**src/rtl/chain_reg_pkg.sv**
```systemverilog
package chain_reg_pkg;

    localparam int ADDR_W = 10;
    localparam int DATA_W = 32;

    typedef logic [ADDR_W-1:0] addr_t;
    typedef logic [DATA_W-1:0] data_t;

    typedef struct packed {
        addr_t addr;
        logic  rd;
        logic  wr;
    } bus_req_t;

    typedef enum logic [1:0] {
        OP_IDLE  = 2'b00,
        OP_WRITE = 2'b01,
        OP_READ  = 2'b10,
        OP_BAD   = 2'b11
    } op_e;

    function automatic op_e classify(input logic rd, input logic wr);
        case ({rd, wr})
            2'b10:   return OP_READ;
            2'b01:   return OP_WRITE;
            2'b11:   return OP_BAD;
            default: return OP_IDLE;
        endcase
    endfunction

    function automatic logic in_window(input addr_t a, input addr_t base, input int n);
        return (int'(a) >= int'(base)) && (int'(a) < int'(base) + n);
    endfunction

endpackage

```
**src/rtl/chain_reg_decode.sv**
```systemverilog
module chain_reg_decode
    import chain_reg_pkg::*;
#(
    parameter chain_reg_pkg::addr_t BASE_ADDR = 10'h1A0,
    parameter int NUM_REGS = 4,
    parameter int IDX_W    = 2
) (
    input  bus_req_t         req,
    output logic             hit,
    output logic [IDX_W-1:0] idx,
    output logic             rd_sel,
    output logic             wr_sel,
    output logic             ack_next,
    output logic             fwd_rd,
    output logic             fwd_wr
);
    op_e op;

    always_comb begin
        op       = classify(req.rd, req.wr);
        hit      = in_window(req.addr, BASE_ADDR, NUM_REGS);
        idx      = IDX_W'(req.addr - BASE_ADDR);
        rd_sel   = hit && (op == OP_READ);
        wr_sel   = hit && (op == OP_WRITE);
        ack_next = rd_sel || wr_sel;
        fwd_rd   = req.rd && !hit;
        fwd_wr   = req.wr && !hit;
    end

endmodule

```
**src/rtl/chain_reg_bank.sv**
```systemverilog
module chain_reg_bank
    import chain_reg_pkg::*;
#(
    parameter int NUM_REGS = 4,
    parameter int IDX_W    = 2
) (
    input  logic             clk,
    input  logic             rst,
    input  logic             wr_sel,
    input  logic [IDX_W-1:0] idx,
    input  data_t            wdata,
    output data_t            rd_data
);
    data_t [NUM_REGS-1:0] regs_q;

    always_ff @(posedge clk) begin
        if (rst) begin
            regs_q <= '0;
        end else begin
            for (int i = 0; i < NUM_REGS; i++) begin
                if (wr_sel && (int'(idx) == i)) regs_q[i] <= wdata;
            end
        end
    end

    always_comb begin
        rd_data = (int'(idx) < NUM_REGS) ? regs_q[idx] : '0;
    end

    AST_WRITE_LANDS: assert property (@(posedge clk) disable iff (rst)
        wr_sel |=> regs_q[$past(idx)] == $past(wdata));

    AST_IDLE_HOLDS: assert property (@(posedge clk) disable iff (rst)
        !wr_sel |=> $stable(regs_q));

endmodule

```
**src/rtl/chain_reg_link.sv**
```systemverilog
module chain_reg_link
    import chain_reg_pkg::*;
#(
    parameter bit ACK_CHAINED = 1'b0
) (
    input  logic  clk,
    input  logic  rst,
    input  logic  rd_sel,
    input  data_t rd_data,
    input  data_t chain_din,
    input  logic  ack_next,
    input  logic  chain_ack_in,
    output logic  loc_ack,
    output data_t chain_dout,
    output logic  chain_ack_out
);
    data_t word_sel;
    logic  loc_ack_q;

    always_comb word_sel = rd_sel ? rd_data : chain_din;

    always_ff @(posedge clk) begin
        if (rst) loc_ack_q <= 1'b0;
        else     loc_ack_q <= ack_next;
    end

    assign loc_ack = loc_ack_q;

    generate
        if (ACK_CHAINED) begin : g_chained
            data_t dout_q;
            logic  ack_q;
            always_ff @(posedge clk) begin
                if (rst) begin
                    dout_q <= '0;
                    ack_q  <= 1'b0;
                end else begin
                    dout_q <= word_sel;
                    ack_q  <= ack_next || chain_ack_in;
                end
            end
            assign chain_dout    = dout_q;
            assign chain_ack_out = ack_q;

            AST_CHAIN_ACK_LAG: assert property (@(posedge clk) disable iff (rst)
                chain_ack_in |=> chain_ack_out);
        end else begin : g_ored
            assign chain_dout    = word_sel;
            assign chain_ack_out = loc_ack_q || chain_ack_in;

            AST_OR_UPSTREAM: assert property (@(posedge clk) disable iff (rst)
                chain_ack_in |-> chain_ack_out);
        end
    endgenerate

endmodule

```
**src/rtl/chain_reg_node.sv**
```systemverilog
module chain_reg_node
    import chain_reg_pkg::*;
#(
    parameter chain_reg_pkg::addr_t BASE_ADDR = 10'h1A0,
    parameter int NUM_REGS    = 4,
    parameter bit ACK_CHAINED = 1'b0
) (
    input  logic        clk,
    input  logic        rst,
    input  logic [9:0]  req_addr,
    input  logic        req_rd,
    input  logic        req_wr,
    input  logic [31:0] chain_din,
    input  logic        chain_ack_in,
    output logic [31:0] chain_dout,
    output logic        chain_ack_out,
    output logic        fwd_rd,
    output logic        fwd_wr
);
    localparam int IDX_W = (NUM_REGS > 1) ? $clog2(NUM_REGS) : 1;

    bus_req_t         req;
    logic             hit, rd_sel, wr_sel, ack_next, loc_ack;
    logic [IDX_W-1:0] idx;
    data_t            rd_data;

    assign req = '{addr: req_addr, rd: req_rd, wr: req_wr};

    chain_reg_decode #(.BASE_ADDR(BASE_ADDR), .NUM_REGS(NUM_REGS), .IDX_W(IDX_W)) u_dec (
        .req(req), .hit(hit), .idx(idx), .rd_sel(rd_sel), .wr_sel(wr_sel),
        .ack_next(ack_next), .fwd_rd(fwd_rd), .fwd_wr(fwd_wr)
    );

    chain_reg_bank #(.NUM_REGS(NUM_REGS), .IDX_W(IDX_W)) u_bank (
        .clk(clk), .rst(rst), .wr_sel(wr_sel), .idx(idx),
        .wdata(chain_din), .rd_data(rd_data)
    );

    chain_reg_link #(.ACK_CHAINED(ACK_CHAINED)) u_link (
        .clk(clk), .rst(rst), .rd_sel(rd_sel), .rd_data(rd_data),
        .chain_din(chain_din), .ack_next(ack_next), .chain_ack_in(chain_ack_in),
        .loc_ack(loc_ack), .chain_dout(chain_dout), .chain_ack_out(chain_ack_out)
    );

    AST_HIT_NOT_FORWARDED: assert property (@(posedge clk) disable iff (rst)
        in_window(req_addr, BASE_ADDR, NUM_REGS) |-> (!fwd_rd && !fwd_wr));

    AST_BAD_OP_NO_ACK: assert property (@(posedge clk) disable iff (rst)
        (req_rd && req_wr) |=> !loc_ack);

    AST_ACK_HAS_CAUSE: assert property (@(posedge clk) disable iff (rst)
        $rose(loc_ack) |-> $past(in_window(req_addr, BASE_ADDR, NUM_REGS) && (req_rd ^ req_wr)));

    generate
        if (!ACK_CHAINED) begin : g_chk_or
            AST_MISS_PASSES: assert property (@(posedge clk) disable iff (rst)
                !in_window(req_addr, BASE_ADDR, NUM_REGS) |-> chain_dout == chain_din);
        end else begin : g_chk_ch
            AST_CHAIN_DATA_LAG: assert property (@(posedge clk) disable iff (rst)
                !in_window(req_addr, BASE_ADDR, NUM_REGS) |=> chain_dout == $past(chain_din));
        end
    endgenerate

endmodule

```
**config.mk**
```make
export PLATFORM = sky130hd
export DESIGN_NAME = chain_reg_node
export DESIGN_NICKNAME = d
export VERILOG_FILES = /design/src/rtl/chain_reg_pkg.sv /design/src/rtl/chain_reg_decode.sv /design/src/rtl/chain_reg_bank.sv /design/src/rtl/chain_reg_link.sv /design/src/rtl/chain_reg_node.sv
export SDC_FILE = /design/constraint.sdc
export NUM_CORES = 1
export LEC_CHECK = 0
export BUFFER_PORTS_ARGS = -buffer_cell sky130_fd_sc_hd__clkbuf_2
export CAP_MARGIN = 25
export CORE_UTILIZATION = 45
export CTS_CLUSTER_SIZE = 28
export DETAILED_ROUTE_END_ITERATION = 16
export GPL_TIMING_DRIVEN = 0
export PLACE_DENSITY = 0.67
export SYNTH_ARGS = -nofsm -noshare
export SYNTH_HDL_FRONTEND = slang
export SYNTH_SLANG_ARGS = --single-unit
```
**constraint.sdc**
```tcl
create_clock -name clk -period 1.5 [get_ports clk]
set_input_delay 0.15 -clock clk [delete_from_list [all_inputs] [get_ports clk]]
set_output_delay 0.15 -clock clk [all_outputs]
set_load 0.01 [all_outputs]
```
* Word level (Yosys, flattened, before mapping)
Index checks and enable logic that the tools add are counted.
** Word-level totals
- Flip-flop bits (word level) :: 129
- Input port bits :: 47
- Output and inout bits :: 35
- Word-level logic and storage cells :: 34
** Cells by class
- $add $sub $neg :: 1
- Magnitude comparators :: 3
- Equality and inequality tests :: 8
- Multiplexer cells :: 4
- Reduce and logical (&&, ||, !) cells :: 13
** Operators by type and width (count)
- $bmux 32 s2 :: 1
- $mux 32 :: 2
- $eq 2x2->1 const B :: 5
- $ge 10x9->1 const B :: 1
- $lt 10x9->1 const B :: 1
- $logic_and 1x1->1 :: 9
- $eq 2x1->1 const B :: 3
- $pmux 2 s3 :: 1
- $lt 2x3->1 const B :: 1
- $logic_not 2->1 :: 1
- $logic_or 1x1->1 :: 2
- $sub 2x1->2 const B :: 1
- $logic_not 1->1 :: 1

* Depth between registers and ports, before layout
- Word-level depth :: 5
- Mapped depth :: 6
- Mapped depth without buffers :: 3

* Modules after synthesis
Synthesis repeated with hierarchy kept, for this count alone.
** Second synthesis, totals
- Cells, all modules :: 544
- Area, all modules :: 6582.6 um^2
** Modules (own cells, without submodules)
- chain_reg_bank :: instances 1, cells each 492, area each 5891.9 um^2, sequential area each 2562.5 um^2
- chain_reg_link :: instances 1, cells each 39, area each 576.8 um^2, sequential area each 20.0 um^2
- chain_reg_decode :: instances 1, cells each 13, area each 113.9 um^2, sequential area each 0.0 um^2

* Worst setup path after synthesis
No wires, ideal clock.
- Kind :: input to output
- Start point :: input port req_addr[0]
- End point :: output port chain_dout[0]
- Data arrival time :: 1.445 ns
- Required time :: 1.350 ns
- Slack :: -0.095 ns
- Stages on the path :: 4
- Buffers on the path :: 2
- Cell sequence :: buf_2 buf_2 mux4_2 mux2_2
** On the way
- Cells in the longest elaborated chain, start to end :: 4
- Elaborated cells between the ends (all ways) :: 8
- Classes of those cells :: add/sub (1); order compare (2); mux (3); reduce/logical (2)
** Ends and longest elaborated chain
- start, declared :: RTL line chain_reg_node.sv:10 : input logic [9:0] req_addr,
- $ge 10x9->1, or another cell as far along :: RTL line chain_reg_pkg.sv:32 : return (int'(a) >= int'(base)) && (int'(a) < int'(base) + n);
- $logic_and 1x1->1 or $bmux 32 s2 (tied branches) :: RTL line chain_reg_pkg.sv:32, chain_reg_bank.sv:27
- $logic_and 1x1->1 or $mux 32 (tied branches) :: RTL line chain_reg_decode.sv:23, chain_reg_bank.sv:27
- $mux 32 (*) :: RTL line chain_reg_link.sv:20 : always_comb word_sel = rd_sel ? rd_data : chain_din;
- end, declared :: RTL line chain_reg_node.sv:15 : output logic [31:0] chain_dout,
Mark *: on every way between the ends. The rest lies on a longest branch, timed or not. The select of a mux whose other input is x is not followed.

* Final worst setup path
- Start point :: register u_bank.regs_q[115] in the netlist's numbering
- End point :: output port chain_dout[19]
** On the way
- Cells in the longest elaborated chain, start to end :: 3
** Ends and longest elaborated chain
- start, declared :: RTL line chain_reg_bank.sv:14 : data_t [NUM_REGS-1:0] regs_q;
- $bmux 32 s2 :: RTL line chain_reg_bank.sv:27 : rd_data = (int'(idx) < NUM_REGS) ? regs_q[idx] : '0;
- $mux 32 (not written as such) :: RTL line chain_reg_bank.sv:27
- $mux 32 :: RTL line chain_reg_link.sv:20
Every way passes these cells. The select of a mux whose other input is x is not followed.

==> out/results.ini <==
[placement]
placedInstanceArea_um2=7030
place_ws_ns=-0.648
gp_congestion=0.764
hpwl_um=10400
io_buffers=78

[routing]
dr.pass1.iters=4
wl_per_cell_um=18.7
drtIter0Drc=207
vias_per_cell=5.31
wl_um=15800
ant_nets=0
route.detailed.drc=0
via_count=4476

[worst_setup_path]
r2r_setup_slack_ns=0.80
end_kind=output port
cp-start-kind=register
crit_path_top_delay_cell=mux4_2
crit_path_max_incr_delay_ns=0.46
critPathArrivalTime_ns=1.62
required_ns=1.35
path_cells=mux4_2 > mux2_4 > buf_6
crit_fanout=2
critPathKind=register to output port

[timing]
rsz0062_at_grt=yes
finalWorstSetupSlack_ns=-0.271
fin_crit_sh_pct=118
worst_pin_slew_ns=0.553
finalClockSkew_ns=0
slew_viol_final=0
fmax_mhz=565
setup_viol=32
period_minus_slack_ns=1.77
hold_viol_final=0
slew-limit-headroom_pct=63.1

[power_and_ir_drop]
power_leakage_nw=3.92
finalPower_mw=7.90
p_int_mw=6.14
combPwrFrac_pct=7.3
swShare_pct=22.2
p_switching_mw=1.75
power.density_nw_per_um2=999
ir_worst_vdd_v=0.000791
power_frac_seq_pct=43.4
p_clk_share_pct=49.3

[finish]
final_cell_mix=nand2b_1 (160), mux2i_1 (128), dfxtp_1 (122)
final_area_um2=7900
area_growth_pct=23.4
diodes=0
fill_cells=1194
final_core_util_pct=56.9
final_common_cell=nand2b_1
fin_nets=698
final_layout_size_suffix_gt1_share_pct=33.2

[global_routing]
grtUsageTotal_pct=22.4
grt_max_degree=17
gr-total-overflow=0
antenna_found_initial=0
grt_pass1_wl_um=24600
grt_pass1_vias=4657

[synth]
ys_warn_count=0
post-synth-top-area-fraction_pct=40.3
synth_nets=589
synth_cell_types=20
synth.area.top_cells=dfxtp_1 (40%), mux2i_1 (20%), nand2b_1 (16%), mux4_2 (11%), mux2_2 (5.3%)
netlist_instances=542
syn_avg_cell_area_um2=11.8
synth_seq_area_share_pct=40.3
ys_ff_latch=129
synthesis.area_um2=6410
yosys.area.top_type=dfxtp_1

[worst_hold_path]
hold_class=primary input to register

[status]
failed_checks=setup timing
outcome=finished with violations

[clock_network]
cts_tree=yes
postCtsHoldBufs=0
clkLatencyLatePin_ns=0.41
clock_sinks=129
cts_buffer_depth=2
numCtsBuffers=17
clk_pin_slew_ns=0.06
htreeDepth=4
cts_root_buf=clkbuf_16

[floorplanning]
fp.coreArea_um2=13900
die-area_um2=14700
die_x_um=121
initial_core_util_pct=46.2
io_pins=82
rows=43
die_h_um=121

[run]
maxCapViolations=0

[cells in the mapped netlist]
| library cell | instances |
|---|---|
| buf_2 | 5 |
| mux4_2 | 32 |
| nor2b_1 | 3 |
| mux2_2 | 30 |
| clkbuf_1 | 23 |
| nand2_1 | 1 |
| nor4b_4 | 1 |
| nand4b_4 | 1 |
| nand2b_1 | 160 |
| buf_6 | 15 |
| nor2_1 | 1 |
| mux2_4 | 2 |
| or2_2 | 1 |
| nor3_1 | 1 |
| mux2i_1 | 128 |
| xnor2_1 | 1 |
| nor4bb_1 | 1 |
| and2_1 | 3 |
| dfxtp_1 | 129 |
| nand4_2 | 4 |
[logic make-up after synthesis]
group	count (synthesis)	synth area share (%)
mux	192	37.0
simple gates	177	18.2
buf+inv	43	4.37
xor+xnor	1	0.137
flops	129	40.3
[what timing repair did]
item	CTS	global route
buffers inserted	6	4
hold endpoints to repair	0	0
endpoints found under the setup margin	34	33
pin swaps	1	1
gates resized for setup	23	31
gates cloned	0	3
[sequential cells by signal, indices dropped and copies added, names as in the netlist]
register	count
u_bank.regs_q	128
u_link.loc_ack	1
[routing by layer]
layer | vias up | track usage, % | routed length (µm)
li1 | 2114 | - | -
met1 | 2248 | 28.2 | 7170
met2 | 92 | 37.9 | 7820
met3 | 22 | 3.48 | 559
met4 | 0 | 9.41 | 241
met5 | - | 0 | 0
[worst max-delay path, delay by kind of cell (launching register included)]
family	cells	cell delay, ns
buffers and inverters	1	0.12
flip-flops	1	0.32
multiplexers	2	0.76
[metrics by stage]
| stage | std cells | hold slack (ns) | setup TNS (ns) |
|---|---|---|---|
| after floorplan | 542 | 0.327 | -0.501 |
| after global placement | 800 | 0.458 | -47.52 |
| after detailed placement | 800 | 0.467 | -46.63 |
| after CTS | 837 | 0.0658 | -8.10 |
| after global routing | 843 | 0.100 | -9.16 |
| final | 843 | 0.0822 | -7.57 |
[worst paths after layout]
check	from	end	cells past startpoint
setup / recovery	u_bank.regs_q[115]	chain_dout[19]	3
hold / removal	req_wr	u_link.loc_ack	3
setup reg to reg	u_bank.regs_q[110]	u_bank.regs_q[110]	3
hold reg to reg	u_bank.regs_q[92]	u_bank.regs_q[92]	2
[layout make-up]
type	instances	area, µm²	area share (%)
plain buffers	43	344	4.35
clock buffers	26	499	6.32
clock inverters	5	52.6	0.665
multi-input cells	370	3580	45.3
flip-flops and latches	129	2590	32.8
well taps	180	225	2.85
repair buffers	90	612	7.74
[power by group through the flow]
stage	clock [mW]	sequential [mW]	combinational, mW
after global placement	0	3.50	0.531
after CTS	3.93	3.43	0.559
after global routing	4.08	3.43	0.615
after floorplan	0	3.50	0.319
final	3.89	3.43	0.574
after detailed placement	0	3.50	0.538
No activity file was read; power rests on OpenSTA's default activity.
